File: src/rtl/fnan_pkg.sv
package fnan_pkg;

    localparam int FP_EXP_W  = 8;
    localparam int FP_FRAC_W = 23;

    typedef enum logic [2:0] {
        CL_NUM,
        CL_ZERO,
        CL_INF,
        CL_QNAN,
        CL_SNAN
    } opclass_t;

    typedef enum logic [1:0] {
        SRC_A,
        SRC_B,
        SRC_C,
        SRC_DFLT
    } src_t;

    typedef enum logic {
        ST_EMPTY,
        ST_HELD
    } state_t;

    typedef struct packed {
        logic take_nan;
        src_t src;
        logic invalid;
        logic imz;
    } verdict_t;

    function automatic logic is_nan(opclass_t c);
        return (c == CL_QNAN) || (c == CL_SNAN);
    endfunction

endpackage

File: src/rtl/fnan_classify.sv
module fnan_classify
    import fnan_pkg::*;
#(
    parameter int EXP_W  = FP_EXP_W,
    parameter int FRAC_W = FP_FRAC_W,
    localparam int MAG_W = EXP_W + FRAC_W,
    localparam int QBIT  = FRAC_W - 1
) (
    input  logic [MAG_W-1:0] mag,
    output opclass_t         cls
);

    logic [EXP_W-1:0]  expo;
    logic [FRAC_W-1:0] frac;

    assign expo = mag[MAG_W-1:FRAC_W];
    assign frac = mag[FRAC_W-1:0];

    always_comb begin
        if (&expo) begin
            if (frac == '0)
                cls = CL_INF;
            else if (frac[QBIT])
                cls = CL_QNAN;
            else
                cls = CL_SNAN;
        end else if (mag == '0) begin
            cls = CL_ZERO;
        end else begin
            cls = CL_NUM;
        end
    end

endmodule

File: src/rtl/fnan_select.sv
module fnan_select
    import fnan_pkg::*;
(
    input  opclass_t cls_a,
    input  opclass_t cls_b,
    input  opclass_t cls_c,
    input  logic     fma_mode,
    output verdict_t v
);

    logic imz_hit;

    always_comb begin
        imz_hit = ((cls_a == CL_INF)  && (cls_b == CL_ZERO)) ||
                  ((cls_a == CL_ZERO) && (cls_b == CL_INF));
        v.take_nan = 1'b1;
        v.src      = SRC_A;
        v.invalid  = 1'b0;
        v.imz      = 1'b0;
        if (fma_mode) begin
            v.invalid = (cls_a == CL_SNAN) || (cls_b == CL_SNAN) ||
                        (cls_c == CL_SNAN);
            if (imz_hit) begin
                v.invalid = 1'b1;
                v.imz     = 1'b1;
                v.src     = is_nan(cls_c) ? SRC_C : SRC_DFLT;
            end else if (cls_c == CL_SNAN) v.src = SRC_C;
            else if (cls_a == CL_SNAN)     v.src = SRC_A;
            else if (cls_b == CL_SNAN)     v.src = SRC_B;
            else if (cls_c == CL_QNAN)     v.src = SRC_C;
            else if (cls_a == CL_QNAN)     v.src = SRC_A;
            else if (cls_b == CL_QNAN)     v.src = SRC_B;
            else                           v.take_nan = 1'b0;
        end else begin
            v.invalid = (cls_a == CL_SNAN) || (cls_b == CL_SNAN);
            if (cls_a == CL_SNAN)      v.src = SRC_A;
            else if (cls_b == CL_SNAN) v.src = SRC_B;
            else if (cls_a == CL_QNAN) v.src = SRC_A;
            else if (cls_b == CL_QNAN) v.src = SRC_B;
            else                       v.take_nan = 1'b0;
        end
    end

endmodule

File: src/rtl/fnan_form.sv
module fnan_form
    import fnan_pkg::*;
#(
    parameter int EXP_W  = FP_EXP_W,
    parameter int FRAC_W = FP_FRAC_W,
    localparam int W     = 1 + EXP_W + FRAC_W,
    localparam int QBIT  = FRAC_W - 1
) (
    input  logic [W-1:0] word_a,
    input  logic [W-1:0] word_b,
    input  logic [W-1:0] word_c,
    input  verdict_t     v,
    output logic [W-1:0] word_out
);

    localparam logic [W-1:0] DFLT_NAN = {1'b0, {EXP_W{1'b1}}, 1'b1, {(FRAC_W-1){1'b0}}};

    logic [W-1:0] pick;

    always_comb begin
        unique case (v.src)
            SRC_A:    pick = word_a;
            SRC_B:    pick = word_b;
            SRC_C:    pick = word_c;
            SRC_DFLT: pick = DFLT_NAN;
        endcase
        pick[QBIT] = 1'b1;
        word_out   = v.take_nan ? pick : '0;
    end

endmodule

File: src/rtl/fma_nan_pick.sv
module fma_nan_pick
    import fnan_pkg::*;
#(
    parameter int EXP_W  = FP_EXP_W,
    parameter int FRAC_W = FP_FRAC_W,
    localparam int W     = 1 + EXP_W + FRAC_W
) (
    input  logic         clk,
    input  logic         rst,
    input  logic         in_valid,
    input  logic         fma_mode,
    input  logic [W-1:0] op_a,
    input  logic [W-1:0] op_b,
    input  logic [W-1:0] op_c,
    output logic [W-1:0] res_word,
    output logic         nan_path,
    output logic         flag_invalid,
    output logic         flag_imz
);

    localparam int NOPS  = 3;
    localparam int MAG_W = W - 1;

    logic [NOPS-1:0][MAG_W-1:0] mags;
    opclass_t                   cls [NOPS];
    verdict_t                   verdict;
    logic [W-1:0]               formed;

    state_t       state, nxt;
    logic [W-1:0] hold_word;
    logic         hold_np, hold_inv, hold_imz;

    assign mags = {op_c[MAG_W-1:0], op_b[MAG_W-1:0], op_a[MAG_W-1:0]};

    for (genvar i = 0; i < NOPS; i++) begin : g_cls
        fnan_classify #(.EXP_W(EXP_W), .FRAC_W(FRAC_W)) u_cls (
            .mag (mags[i]),
            .cls (cls[i])
        );
    end

    fnan_select u_sel (
        .cls_a    (cls[0]),
        .cls_b    (cls[1]),
        .cls_c    (cls[2]),
        .fma_mode (fma_mode),
        .v        (verdict)
    );

    fnan_form #(.EXP_W(EXP_W), .FRAC_W(FRAC_W)) u_form (
        .word_a   (op_a),
        .word_b   (op_b),
        .word_c   (op_c),
        .v        (verdict),
        .word_out (formed)
    );

    // next-state logic
    always_comb begin
        unique case (state)
            ST_EMPTY: nxt = in_valid ? ST_HELD : ST_EMPTY;
            ST_HELD:  nxt = ST_HELD;
        endcase
    end

    // state register
    always_ff @(posedge clk) begin
        if (rst)
            state <= ST_EMPTY;
        else
            state <= nxt;
    end

    // capture registers: hidden by ST_EMPTY, so no reset needed
    always_ff @(posedge clk) begin
        if (in_valid) begin
            hold_word <= formed;
            hold_np   <= verdict.take_nan;
            hold_inv  <= verdict.invalid;
            hold_imz  <= verdict.imz;
        end
    end

    // outputs by state
    always_comb begin
        unique case (state)
            ST_EMPTY: begin
                res_word     = '0;
                nan_path     = 1'b0;
                flag_invalid = 1'b0;
                flag_imz     = 1'b0;
            end
            ST_HELD: begin
                res_word     = hold_word;
                nan_path     = hold_np;
                flag_invalid = hold_inv;
                flag_imz     = hold_imz;
            end
        endcase
    end

endmodule

File: config.mk
export PLATFORM = sky130hd
export DESIGN_NAME = fma_nan_pick
export DESIGN_NICKNAME = d
export VERILOG_FILES = /design/src/rtl/fnan_pkg.sv /design/src/rtl/fnan_classify.sv /design/src/rtl/fnan_select.sv /design/src/rtl/fnan_form.sv /design/src/rtl/fma_nan_pick.sv
export SDC_FILE = /design/constraint.sdc
export NUM_CORES = 1
export LEC_CHECK = 0
export ABC_AREA = 1
export CAP_MARGIN = 40
export CORE_MARGIN = 5
export CORE_UTILIZATION = 25
export DETAILED_ROUTE_END_ITERATION = 10
export PLACE_DENSITY = 0.57
export SETUP_SLACK_MARGIN = 0.4
export SLEW_MARGIN = 20
export SYNTH_ARGS = -nofsm -noshare
export SYNTH_HDL_FRONTEND = slang
export SYNTH_SLANG_ARGS = --single-unit
File: constraint.sdc
create_clock -name clk -period 2.1 [get_ports clk]
set_input_delay 0.42 -clock clk [delete_from_list [all_inputs] [get_ports clk]]
set_output_delay 0.42 -clock clk [all_outputs]
set_load 0.02 [all_outputs]
# --- After elaboration in Yosys (flattened, before gate mapping) ---
# Cells that the tools add are included.
word_totals:
  inputBits: 100
  out_inout_bits: 35
  reg_bits: 36
  word_cells: 77
op_classes:
  reduce_logical: 16
  bitwise: 1
  n_mux: 41
  n_eq_ne: 13
op_table:
  columns: ["op", "n"]
  rows:
  - ["$pmux W32 S4", 1]
  - ["$logic_not A31 Y1", 3]
  - ["$logic_not A23 Y1", 3]
  - ["$pmux W32 S2", 1]
  - ["$mux W3", 9]
  - ["$reduce_and A8 Y1", 3]
  - ["$mux W23", 1]
  - ["$mux W1", 16]
  - ["$mux W2", 8]
  - ["$eq A3 B2 Y1 const B", 5]
  - ["$eq A3 B3 Y1 const B", 3]
  - ["$pmux W1 S2", 4]
  - ["$eq A3 B1 Y1 const B", 2]
  - ["$eq A2 B2 Y1 const B", 2]
  - ["$logic_or A1 B1 Y1", 4]
  - ["$mux W4", 1]
  - ["$eq A2 B1 Y1 const B", 1]
  - ["$logic_and A1 B1 Y1", 2]
  - ["$logic_not A2 Y1", 1]
  - ["$not A1 Y1", 1]

# --- Depth between registers and ports, before layout ---
logic_depth:
  word_depth: 15
  mapped_depth: 18

# --- Cells and area by module ---
# A second synthesis with hierarchy kept.
unflattened:
  cells_unflattened: 519
  hier_area_um2: 3178.0
by_module_without_submodules:
  columns: ["module", "cells_each", "n_inst", "seq_area_each_um2", "area_each_um2"]
  rows:
  - ["fma_nan_pick", 112, 1, 1071.0, 1382.6]
  - ["fnan_form", 203, 1, 0.0, 947.2]
  - ["fnan_classify", 54, 3, 0.0, 212.7]
  - ["fnan_select", 42, 1, 0.0, 210.2]

# --- Worst setup path before layout ---
# No wires, ideal clock.
synth_timing:
  path_type: "input-to-reg"
  start: "input port op_b[7]"
  end: "register hold_word[31] (data pin)"
  arrival_ps: 1736
  path_stages: 14
  slack_ps: 103
  required_ps: 1840
  n_path_buf: 2
  path_cell_list: "nor2_1 nand2_1 nor2_1 nand3_2 clkinv_1 nand3_1 nand2_1 inv_1 nand3_1 nand2_1 buf_6 buf_2 o211ai_1 a21oi_2"
synth_between:
  elab_chain_cells: 14
  word_cells_on_any_way: 36
  cone_classes: "eq/ne: 7; mux: 23; reduce/logical: 6"
synth_lines:
  columns: ["item", "line_no", "source"]
  rows:
  - ["from (decl)", "fma_nan_pick.sv:13", "input logic [W-1:0] op_b,"]
  - ["$logic_not A31 Y1 or $logic_not A23 Y1 (tied branches)", "fnan_classify.sv:27, fnan_classify.sv:21", null]
  - ["$mux W1 or $mux W3 (tied branches)", "fnan_classify.sv:27, fnan_classify.sv:21", null]
  - ["$mux W3 *", "fnan_classify.sv:20", "if (&expo) begin"]
  - ["$eq A3 B2 Y1", "fnan_select.sv:32, fnan_select.sv:39", null]
  - ["$mux W1", "fnan_select.sv:32, fnan_select.sv:39", null]
  - ["$mux W1", "fnan_select.sv:31, fnan_select.sv:38", null]
  - ["$mux W2", "fnan_select.sv:30", "else if (cls_c == CL_QNAN) v.src = SRC_C;"]
  - ["$mux W2", "fnan_select.sv:29", "else if (cls_b == CL_SNAN) v.src = SRC_B;"]
  - ["$mux W2", "fnan_select.sv:28", "else if (cls_a == CL_SNAN) v.src = SRC_A;"]
  - ["$mux W2", "fnan_select.sv:27", "end else if (cls_c == CL_SNAN) v.src = SRC_C;"]
  - ["$mux W2", "fnan_select.sv:23", "if (imz_hit) begin"]
  - ["$mux W4 *", "fnan_select.sv:20", "if (fma_mode) begin"]
  - ["$eq A2 B2 Y1 (tied with other cells)", "fnan_form.sv:21", "unique case (v.src)"]
  - ["$pmux W32 S4", "fnan_form.sv:21", null]
  - ["to (signal assigned)", "fma_nan_pick.sv:77", "hold_word <= formed;"]
  - ["to (decl)", "fma_nan_pick.sv:30", "logic [W-1:0] hold_word;"]
# Mark *: on every way between the ends. The rest lies on a longest branch, timed or not.
# A chain may end at the register's enable or synchronous reset.

# --- Worst setup path after layout ---
layout_timing:
  start: "input port op_b[15]"
  end: "register hold_word[1] (data pin)"
# The elaborated chain is that of the path after synthesis.

==> results by group <==
Status
  – Status: finished, violations left
  – Violated checks: negative setup slack

Clock tree
  – CTS buffer count: 5
  – Clock root buffer: clkbuf_16
  – Worst-Skew Late Latency: about 0.27 ns
  – Clk sinks: 35
  – H-tree Lvls: 2
  – Worst-path clk slew: 0.05 ns
  – CTS tree: done
  – Worst-case clock buffer depth: 2

Logic synthesis
  – Synth warnings: 0
  – Largest family of logic cells by synthesized area: simple AND/OR/NAND/NOR gates
  – Complex-gate fraction of the synthesized area: 0.008857
  – Post-synthesis mux area share: 0
  – Yosys cell types: 28
  – Syn_nets: between 500 and 600
  – XOR/XNOR share of the synthesized area: 0
  – Area share of fa/ha/maj cells after synthesis: 0
  – Synth Area per Inst: between 6 and 7 um2
  – Yosys reg bits: 35
  – Post-Synth Simple-Gate Area: 0.4808
  – Mapped Cells: 436
  – Register area share after synthesis: 0.3509
  – Post-Syn Area: around 0.0030 mm2

Worst setup path
  – CP Cell Sequence: buf_8 -> nor2_4 -> nand2_2 -> nor2_4 -> buf_6 -> nand3_4 -> buf_4 -> clkinv_4 -> nand3_4 -> nand3_4 -> nand2_4 -> inv_4 -> nand2_8 -> clkbuf_16 -> nand4_1 -> nand3_1 -> nand2_1 -> inv_1
  – WS Path Type: primary input to register
  – Crit path capture: hold_word[1]
  – CP max-delay cell: clkbuf_16
  – CP startpoint: op_b[15]
  – Cell repeated most along the worst path: nand3_4
  – Worst EP arrival: roughly 2.2 ns
  – R2R Setup Slk: ~1.3 ns
  – CP endpoint kind: register
  – Reg2Reg Capture Point: state
  – Worst setup SP type: primary input
  – Reg-to-Reg Start: state
  – Worst Reg-to-Reg Cells: 3
  – Max incr delay on CP: ~0.19 ns
  – Worst-path fanout max: 8
  – Critical Path RT: about 2.1 ns

Timing
  – Final worst slack: -0.05283 ns
  – Endpoints failing setup: 18
  – Hold Slack: between 0.5 and 0.6 ns
  – Max-slew violations: 0
  – Skew final: 0 ns
  – FMAX: 0.4645 GHz
  – Final Cycle Share: 1.025
  – Endpoints failing hold: 0
  – Worst-Margin Slew: between 0.4 and 0.5 ns
  – RSZ-0062 raised after global routing: yes
  – Shortest period the worst path allows: approximately 2.2 ns
  – Slew headroom: 0.6739

Floorplan
  – Row cnt: 39
  – Die height: ~120 um
  – Core box area: 0.01152 mm2
  – IO Pins: between 100 and 150
  – Die W: 118.9 um
  – Die Area: ~0.014 mm2
  – Initial Utilization: 0.2576

Global routing
  – First-pass GRT wire length: between 15000 and 20000 um
  – Vias in the first global route: roughly 3800
  – GRT Total Usage: 0.1650
  – Total gr overflow: 0
  – Initial antenna violation count: 0
  – Largest net degree at the start of global routing: 36

Detailed routing
  – DRT Pass-1 Iters: 4
  – Drt drc: 0
  – Avg WL per Cell: 15.91 um
  – Routed WL: ~12000 um
  – Starting DRT DRC Count: 249
  – Antenna Violating Nets Remaining: 0
  – Vias per std cell: roughly 4.7
  – Detailed-route via count: between 3000 and 4000

Flow run
  – # Max-Cap Violations: 0

Layout
  – Final nets: 736
  – Layout cells sized above 1: 0.4301
  – P&R area growth vs syn: 85.24%
  – Design area: 0.005495 mm2

Pwr
  – Max IR drop VDD: around 0.23 mV
  – Power density cells: 367.3 mW/mm2
  – Leakage: 2.780 nW

Placement
  – Pre-CTS setup slack: -0.6288 ns
  – Final Wtd Congestion: roughly 0.97
  – Dpl cell area: roughly 0.0048 mm2
  – DP HPWL: 8517 um
  – Port buffer count: 134

Min path
  – Min-Delay Path Depth: 5
  – HP Class: primary input to register
critical path, delay by kind of cell:
family	cells	cell delay (ns)
simple gates	11	1.00
buf+inv	7	0.77
power breakdown:
group	internal (W)	switching, W	total, W
clock network	0.000431	0.000265	0.000696
logic	0.000245	0.000263	0.000507
registers	0.000802	0.0000128	0.000815
total	0.00148	0.000540	0.00202
through the flow:
step	power, W	utilization	std cells	TNS [ns]
after floorplan	0.0009800	-	436	0
after global placement	0.001369	0.4204	751	-16.29
after detailed placement	0.001373	0.4204	751	-16.68
after CTS	0.002017	0.4611	774	0
after global routing	0.002104	0.4767	780	-2.932
final	0.002018	0.4772	782	-0.3315
cell type report:
cell class                 instances  area (um2)
antenna                            2       5.005
timing repair buffer             219        1941
inverter                          71       274.0
clock buffer                       6       128.9
clock inverter                     2       7.507
fill                            1149        6021
sequential                        35        1045
multi-input combinational        304        1916
tap                              143       178.9
layer usage:
metal / vias to the layer above / track usage / wire length [um]
li1: 1833 / - / -
met1: 1681 / 0.2042 / 5061
met5: - / 0 / 0
met4: 0 / 0.06300 / 297
met3: 25 / 0.03270 / 855
met2: 143 / 0.2835 / 6230
cells in the mapped netlist, drive strengths merged:
master	instances	area share
a21oi	2	0.0046
buf	20	0.059
clkbuf	6	0.010
clkinv	2	0.0025
dfxtp	1	0.0067
edfxtp	34	0.34
inv	69	0.087
nand2	118	0.15
nand3	59	0.10
nand4	49	0.11
nor2	67	0.10
nor3	4	0.011
nor4	3	0.0063
o211ai	1	0.0025
o21ai	1	0.0017
how the worst min path moves through the flow:
stage	start	to
final	op_b[20]	hold_word[20]
after global routing	op_b[20]	hold_word[20]
after CTS	op_b[7]	hold_word[7]
after detailed placement	state	state
after global placement	state	state
after floorplan	rst	state
cells in the final DEF, fill, tap and decap left out, types with 2 or more instances in the layout:
master            n
nand2_4           7
buf_8             2
diode_2           2
a21oi_2           2
inv_1            64
buf_4            60
nand2_2          16
nand3_2          13
clkdlybuf4s15_1  13
buf_6            15
nand3_1          40
buf_12           10
nor2_2           18
nand2_1          92
nor3_4            2
clkdlybuf4s15_2   4
buf_2            33
nor2_1           30
nor2_4           18
clkinv_1          2
clkbuf_16         8
clkdlybuf4s50_1   5
edfxtp_1         34
clkbuf_2         36
nand2_8           3
dlygate4sd2_1    32
nand4_1          48
inv_2             5
buf_16            6
nand3_4           6
nor3_2            2
repair_timing:
item | CTS | global route
setup buffers | 9 | 3
hold buffers | 0 | 0
resized for setup | 370 | 130
endpoints found under the setup margin | 69 | 64
gates cloned | 6 | 3
pin swaps | 62 | 83
registers in the layout, summed over array words and instances (netlist names):
register and flops:
hold_inv 1, hold_word 32, hold_imz 1, state 1
logic make-up after synthesis:
logic type / Yosys count
flops: 35
simple gates: 300
buf+inv: 97
compound gates: 4
Note: power is estimated with default switching activity, not from simulation.
